### config.mk
export PLATFORM = sky130hd
export DESIGN_NAME = dc_offset_canceller
export DESIGN_NICKNAME = d
export VERILOG_FILES = /design/src/rtl/dcc_pkg.sv /design/src/rtl/dcc_sign_accum.sv /design/src/rtl/dcc_settle_timer.sv /design/src/rtl/dcc_out_stage.sv /design/src/rtl/dc_offset_canceller.sv
export SDC_FILE = /design/constraint.sdc
export NUM_CORES = 1
export LEC_CHECK = 0
export BUFFER_PORTS_ARGS = -buffer_cell sky130_fd_sc_hd__buf_2
export CAP_MARGIN = 20
export CORE_MARGIN = 3
export CORE_UTILIZATION = 40
export CTS_CLUSTER_SIZE = 20
export DETAILED_ROUTE_END_ITERATION = 16
export GPL_TIMING_DRIVEN = 0
export PLACE_DENSITY = 0.58
export SKIP_CTS_REPAIR_TIMING = 1
export SYNTH_ARGS = -nofsm -noshare
export SYNTH_HDL_FRONTEND = slang
export SYNTH_SLANG_ARGS = --single-unit
### constraint.sdc
create_clock -name clk_i -period 4.4 [get_ports clk_i]
set_input_delay 0.88 -clock clk_i [delete_from_list [all_inputs] [get_ports clk_i]]
set_output_delay 0.88 -clock clk_i [all_outputs]
set_load 0.1 [all_outputs]
### src/rtl/dcc_pkg.sv
`timescale 1ns/1ps
package dcc_pkg;
  // Direction of one accumulator step decoded from the encoder sign feedback
  typedef enum logic [1:0] {
    DIR_HOLD = 2'd0,
    DIR_UP   = 2'd1,
    DIR_DN   = 2'd2
  } step_dir_e;

  localparam logic SIGN_POSITIVE = 1'b1;
endpackage

### src/rtl/dcc_sign_accum.sv
`timescale 1ns/1ps
module dcc_sign_accum
  import dcc_pkg::*;
#(
  parameter int unsigned ACC_W  = 16,
  parameter int unsigned CORR_W = 8
) (
  input  logic                     clk_i,
  input  logic                     rst_ni,
  input  logic                     clr_i,
  input  step_dir_e                dir_i,
  output logic signed [CORR_W-1:0] corr_o
);
  localparam logic signed [ACC_W-1:0] ACC_MAX = {1'b0, {(ACC_W-1){1'b1}}};
  localparam logic signed [ACC_W-1:0] ACC_MIN = {1'b1, {(ACC_W-1){1'b0}}};
  localparam logic signed [ACC_W-1:0] ACC_ONE = ACC_W'(1);

  logic signed [ACC_W-1:0] acc_q, acc_d;

  always_comb begin
    acc_d = acc_q;
    unique case (dir_i)
      DIR_UP:  if (acc_q != ACC_MAX) acc_d = acc_q + ACC_ONE;
      DIR_DN:  if (acc_q != ACC_MIN) acc_d = acc_q - ACC_ONE;
      default: acc_d = acc_q;
    endcase
  end

  always_ff @(posedge clk_i or negedge rst_ni) begin
    if (!rst_ni)     acc_q <= '0;
    else if (clr_i)  acc_q <= '0;
    else             acc_q <= acc_d;
  end

  // correction = upper bits, i.e. floor(acc / 2^(ACC_W-CORR_W))
  assign corr_o = acc_q[ACC_W-1 -: CORR_W];

  AST_ACC_CLEAR: assert property (@(posedge clk_i) disable iff (!rst_ni)
    clr_i |=> acc_q == '0);
  AST_ACC_IDLE: assert property (@(posedge clk_i) disable iff (!rst_ni)
    (dir_i == DIR_HOLD && !clr_i) |=> $stable(acc_q));
  AST_ACC_TOP: assert property (@(posedge clk_i) disable iff (!rst_ni)
    (acc_q == ACC_MAX && dir_i == DIR_UP && !clr_i) |=> acc_q == ACC_MAX);
  AST_ACC_BOTTOM: assert property (@(posedge clk_i) disable iff (!rst_ni)
    (acc_q == ACC_MIN && dir_i == DIR_DN && !clr_i) |=> acc_q == ACC_MIN);
  AST_ACC_UP_NONNEG: assert property (@(posedge clk_i) disable iff (!rst_ni)
    (dir_i == DIR_UP && !clr_i && !acc_q[ACC_W-1]) |=> !acc_q[ACC_W-1]);
endmodule

### src/rtl/dcc_settle_timer.sv
`timescale 1ns/1ps
module dcc_settle_timer #(
  parameter int unsigned SETTLE_FRAMES = 480
) (
  input  logic clk_i,
  input  logic rst_ni,
  input  logic clr_i,
  input  logic tick_i,
  output logic settled_o
);
  localparam int unsigned CNT_W = $clog2(SETTLE_FRAMES + 1);
  localparam logic [CNT_W-1:0] CNT_END = CNT_W'(SETTLE_FRAMES);

  logic [CNT_W-1:0] cnt_q;

  always_ff @(posedge clk_i or negedge rst_ni) begin
    if (!rst_ni)                        cnt_q <= '0;
    else if (clr_i)                     cnt_q <= '0;
    else if (tick_i && cnt_q != CNT_END) cnt_q <= cnt_q + CNT_W'(1);
  end

  assign settled_o = (cnt_q == CNT_END);

  AST_SETTLE_STICKY: assert property (@(posedge clk_i) disable iff (!rst_ni)
    (settled_o && !clr_i) |=> settled_o);
  AST_SETTLE_CLEAR: assert property (@(posedge clk_i) disable iff (!rst_ni)
    clr_i |=> !settled_o);
  AST_SETTLE_NEEDS_TICK: assert property (@(posedge clk_i) disable iff (!rst_ni)
    (!settled_o && !tick_i) |=> !settled_o);
endmodule

### src/rtl/dcc_out_stage.sv
`timescale 1ns/1ps
module dcc_out_stage #(
  parameter int unsigned SAMPLE_W = 14,
  parameter int unsigned CORR_W   = 8
) (
  input  logic                       clk_i,
  input  logic                       rst_ni,
  input  logic                       clr_i,
  input  logic signed [SAMPLE_W-1:0] smp_i,
  input  logic                       smp_valid_i,
  input  logic signed [CORR_W-1:0]   corr_i,
  output logic signed [SAMPLE_W-1:0] smp_o,
  output logic                       smp_valid_o
);
  localparam int unsigned DIFF_W = SAMPLE_W + 1;
  localparam logic signed [SAMPLE_W-1:0] SMP_MAX = {1'b0, {(SAMPLE_W-1){1'b1}}};
  localparam logic signed [SAMPLE_W-1:0] SMP_MIN = {1'b1, {(SAMPLE_W-1){1'b0}}};

  logic signed [SAMPLE_W-1:0] corr_ext;
  logic signed [DIFF_W-1:0]   diff;
  logic signed [SAMPLE_W-1:0] sat;

  generate
    if (CORR_W == SAMPLE_W) begin : g_corr_full
      assign corr_ext = corr_i;
    end else begin : g_corr_sext
      assign corr_ext = {{(SAMPLE_W-CORR_W){corr_i[CORR_W-1]}}, corr_i};
    end
  endgenerate

  always_comb begin
    diff = {smp_i[SAMPLE_W-1], smp_i} - {corr_ext[SAMPLE_W-1], corr_ext};
    if (diff[DIFF_W-1] != diff[DIFF_W-2]) sat = diff[DIFF_W-1] ? SMP_MIN : SMP_MAX;
    else                                  sat = diff[SAMPLE_W-1:0];
  end

  always_ff @(posedge clk_i or negedge rst_ni) begin
    if (!rst_ni) begin
      smp_o       <= '0;
      smp_valid_o <= 1'b0;
    end else if (clr_i) begin
      smp_o       <= '0;
      smp_valid_o <= 1'b0;
    end else begin
      smp_valid_o <= smp_valid_i;
      if (smp_valid_i) smp_o <= sat;
    end
  end

  AST_OUT_LATENCY: assert property (@(posedge clk_i) disable iff (!rst_ni)
    (smp_valid_i && !clr_i) |=> smp_valid_o);
  AST_OUT_QUIET: assert property (@(posedge clk_i) disable iff (!rst_ni)
    !smp_valid_i |=> !smp_valid_o);
  AST_OUT_HOLD: assert property (@(posedge clk_i) disable iff (!rst_ni)
    (!smp_valid_i && !clr_i) |=> $stable(smp_o));
  AST_OUT_NO_NEG_WRAP: assert property (@(posedge clk_i) disable iff (!rst_ni)
    (smp_valid_i && !clr_i && !smp_i[SAMPLE_W-1] && corr_ext[SAMPLE_W-1])
      |=> !smp_o[SAMPLE_W-1]);
  AST_OUT_NO_POS_WRAP: assert property (@(posedge clk_i) disable iff (!rst_ni)
    (smp_valid_i && !clr_i && smp_i[SAMPLE_W-1] && !corr_ext[SAMPLE_W-1])
      |=> smp_o[SAMPLE_W-1]);
endmodule

### src/rtl/dc_offset_canceller.sv
`timescale 1ns/1ps
module dc_offset_canceller
  import dcc_pkg::*;
#(
  parameter int unsigned SAMPLE_W      = 14,
  parameter int unsigned ACC_W         = 16,
  parameter int unsigned CORR_W        = 8,
  parameter int unsigned SETTLE_FRAMES = 480
) (
  input  logic                       clk_i,
  input  logic                       rst_ni,
  input  logic                       clr_i,
  input  logic signed [SAMPLE_W-1:0] smp_i,
  input  logic                       smp_valid_i,
  input  logic                       code_sign_i,
  input  logic                       code_valid_i,
  output logic signed [SAMPLE_W-1:0] smp_o,
  output logic                       smp_valid_o,
  output logic                       settled_o
);
  step_dir_e                 dir;
  logic signed [CORR_W-1:0]  corr;

  always_comb begin
    if (!code_valid_i)                    dir = DIR_HOLD;
    else if (code_sign_i == SIGN_POSITIVE) dir = DIR_UP;
    else                                  dir = DIR_DN;
  end

  dcc_sign_accum #(.ACC_W(ACC_W), .CORR_W(CORR_W)) u_accum (
    .clk_i  (clk_i),
    .rst_ni (rst_ni),
    .clr_i  (clr_i),
    .dir_i  (dir),
    .corr_o (corr)
  );

  dcc_out_stage #(.SAMPLE_W(SAMPLE_W), .CORR_W(CORR_W)) u_out (
    .clk_i       (clk_i),
    .rst_ni      (rst_ni),
    .clr_i       (clr_i),
    .smp_i       (smp_i),
    .smp_valid_i (smp_valid_i),
    .corr_i      (corr),
    .smp_o       (smp_o),
    .smp_valid_o (smp_valid_o)
  );

  dcc_settle_timer #(.SETTLE_FRAMES(SETTLE_FRAMES)) u_settle (
    .clk_i     (clk_i),
    .rst_ni    (rst_ni),
    .clr_i     (clr_i),
    .tick_i    (smp_valid_i),
    .settled_o (settled_o)
  );

  AST_TOP_RESET_OUT: assert property (@(posedge clk_i) disable iff (!rst_ni)
    $rose(rst_ni) |-> (!smp_valid_o && !settled_o));
endmodule

==> results.py <==
metrics = {
    "logic_synthesis": {
        "synth_flop_cell": "dfrtp_1",
        "synth_compound_area_share_pct": 21.9,
        "synth_fp_nets": 418,
        "async_flop_share_pct": 100,
        "ys_types": 51,
        "yosys-top-cells-count": "nor2_1, dfrtp_1, a21oi_1",
        "ys_seq_area_share_pct": 31.8,
        "netlist.area_leader.share_pct": 31.8,
        "synth_area_leaders": "dfrtp_1, ha_1, nor2_1, a21oi_1, a211oi_2",
        "synth_edf_count": 0,
        "synthSimpleGateAreaFrac_pct": 23.9,
        "synth_area_leader_cell": "dfrtp_1",
        "muxShareOfSynthArea_pct": 2.62,
        "syn_area_um2": 3150,
        "yosys_warnings": 0,
        "synth-xor-area-share_pct": 6.12,
        "synthAdderAreaFrac_pct": 8.90,
        "synth.avg_cell_area_um2": 8.33,
        "synth_top_family_by_area": "simple AND/OR/NAND/NOR gates",
        "synth-seq-cells": 40,
        "syn_inst": 378,
        "yosysMostFrequentCell": "nor2_1",
    },
    "cts": {
        "clock_sinks": 40,
        "tritoncts": "done",
        "cts_buffers": 5,
        "insertion_delay_ns": 0.30,
        "clkTransAtPathRegs_ns": 0.09,
        "root_buffer": "clkbuf_8",
        "htreeDepth": 2,
        "cts_buffer_depth": 2,
    },
    "grt": {
        "grt_max_degree": 41,
        "antenna_found_initial": 0,
        "grt.overflow.total": 0,
        "groute.usage.overall_pct": 19.4,
        "grt_pass1_wl_um": 13900,
        "grt_pass1_vias": 2873,
    },
    "cells_and_area": {
        "area.sequential_um2": 1000,
        "nFillCells": 772,
        "postLayoutCellArea_um2": 3560,
        "final_util_pct": 47.9,
        "nets": 460,
        "drive_gt1_share_pct": 16.6,
        "finalNonFillerCells": 520,
        "area_growth_pct": 13.1,
        "antenna_cells": 0,
        "multi_input_area_um2": 2000,
    },
    "hold_path": {
        "min_path_cells": 2,
        "min_path_type": "flop to flop",
    },
    "placement": {
        "dpl.hpwl_um": 5980,
        "gp_congestion": 0.904,
        "numPlacedInstances": 512,
        "portBuffers": 35,
        "dpl_cell_area_um2": 3450,
    },
    "sta": {
        "finalCritPeriodShare_pct": 75.4,
        "skew_ns": 0.00360,
        "setup_viol_count_final": 0,
        "worstMarginPinSlew_ns": 0.925,
        "fmaxAchievable_mhz": 301,
        "hold_viol_final": 0,
        "slew_headroom_pct": 38.3,
        "finalSetupTns_ns": 0,
        "rsz0062_at_grt": "no",
        "report.final.slew_viol_count": 0,
        "min_period_ns": 3.32,
    },
    "floorplan": {
        "die_height_um": 94.8,
        "die_x_um": 94.8,
        "dieArea_um2": 8980,
        "initial_core_util_pct": 42.3,
        "coreArea_um2": 7450,
        "rows": 31,
        "num_io_pins": 36,
    },
    "detailed_routing": {
        "drc": 0,
        "wire_per_inst_um": 15.6,
        "drtIter0Drc": 152,
        "wirelength_um": 8090,
        "viasPerCell": 5.64,
        "vias": 2931,
        "ant_nets": 0,
        "dr.pass1.iters": 4,
    },
    "setup_path": {
        "required_ns": 4.62,
        "cp-end-kind": "flop",
        "cp.arrival_ns": 3.54,
        "crit_path_start_kind": "input port",
        "crit_fanout": 10,
        "path_class": "input port to flop",
        "worst_r2r_path_depth": 9,
    },
    "power_and_ir_drop": {
        "ir_drop_mv": 0.140,
        "p_total_uw": 1360,
        "p_leak_uw": 0.00154,
        "powerDensity_nw_per_um2": 380,
    },
    "status": {
        "outcome": "completed",
    },
    "flow_run": {
        "max-cap-violations": 0,
    },
}
[power by group]
part	internal [µW]	switching, µW
logic	193	410
registers	401	29.3
clock network	171	151
total	766	590
[cells in the final DEF, fill, tap and decap left out, types with 15 or more instances in the layout]
cell type | Yosys | layout
nor2_1 | 51 | 51
o21ai_0 | 17 | 17
nand3_1 | 20 | 20
or3_1 | 15 | 15
buf_2 | 4 | 39
a21oi_1 | 33 | 33
dfrtp_1 | 40 | 40
ha_1 | 19 | 19
nand2_1 | 21 | 21
inv_1 | 16 | 16
[worst paths after layout]
check	start	endpoint	slack, ns
hold reg to reg	u_settle.cnt_q[8]$_DFFE_PN0P_	u_settle.cnt_q[8]$_DFFE_PN0P_	0.55
min in group asynchronous	rst_ni	u_out.smp_o[11]$_DFFE_PN0P_	0.71
setup reg to reg	u_accum.acc_q[15]$_DFFE_PN0P_	u_out.smp_o[2]$_DFFE_PN0P_	1.35
setup / recovery	code_sign_i	u_accum.acc_q[12]$_DFFE_PN0P_	1.08
hold / removal	u_settle.cnt_q[8]$_DFFE_PN0P_	u_settle.cnt_q[8]$_DFFE_PN0P_	0.55
max in group asynchronous	rst_ni	u_settle.cnt_q[4]$_DFFE_PN0P_	3.12
[layer usage]
metal  global-route usage, %  part of all wire [%]  wire, µm
met5                       0                     0         0
met4                    5.53                   1.1        85
met3                    3.35                   5.7       457
met2                    30.9                    46      3730
met1                    26.9                    47      3810
[flip-flops by register name, summed over array words and instances (netlist names)]
signal             count
u_settle.cnt_q         9
u_out.smp_o           14
u_accum.acc_q         16
u_out.smp_valid_o      1
[through the flow]
stage / hold WS (ns) / setup slack [ns]
detailed placement: 0.523 / 0.855
global route: 0.592 / 0.902
global placement: 0.516 / 0.797
finish: 0.551 / 1.08
CTS: 0.564 / 1.14
floorplan: 0.497 / 1.32
[final cells by class]
cell class | count | share of cell area (%)
multi-input combinational | 302 | 56.1
clock inverter | 3 | 1.30
sequential | 40 | 28.1
tap | 99 | 3.47
buffer | 20 | 2.56
timing repair buffer | 35 | 4.91
clock buffer | 5 | 1.93
inverter | 16 | 1.68
[worst max-delay path, stage by stage]
cell and delay (ns):
buf_2 0.11, nand2b_1 0.10, clkbuf_1 0.29, buf_1 0.50, xnor2_1 0.18, ha_1 0.29, inv_1 0.18, nor3_1 0.22
o22ai_1 0.16, mux2i_1 0.16, or3_1 0.32, a21oi_1 0.15
[cells by family after synthesis]
logic type	count (synthesis)
buffers and inverters	36
AO/OA/AOI/OAI	98
AND/OR/NAND/NOR	152
flip-flops	40
multiplexers	8
adder cells (fa/ha/maj)	22
XOR/XNOR	22
(Power assumes the default switching activity.)
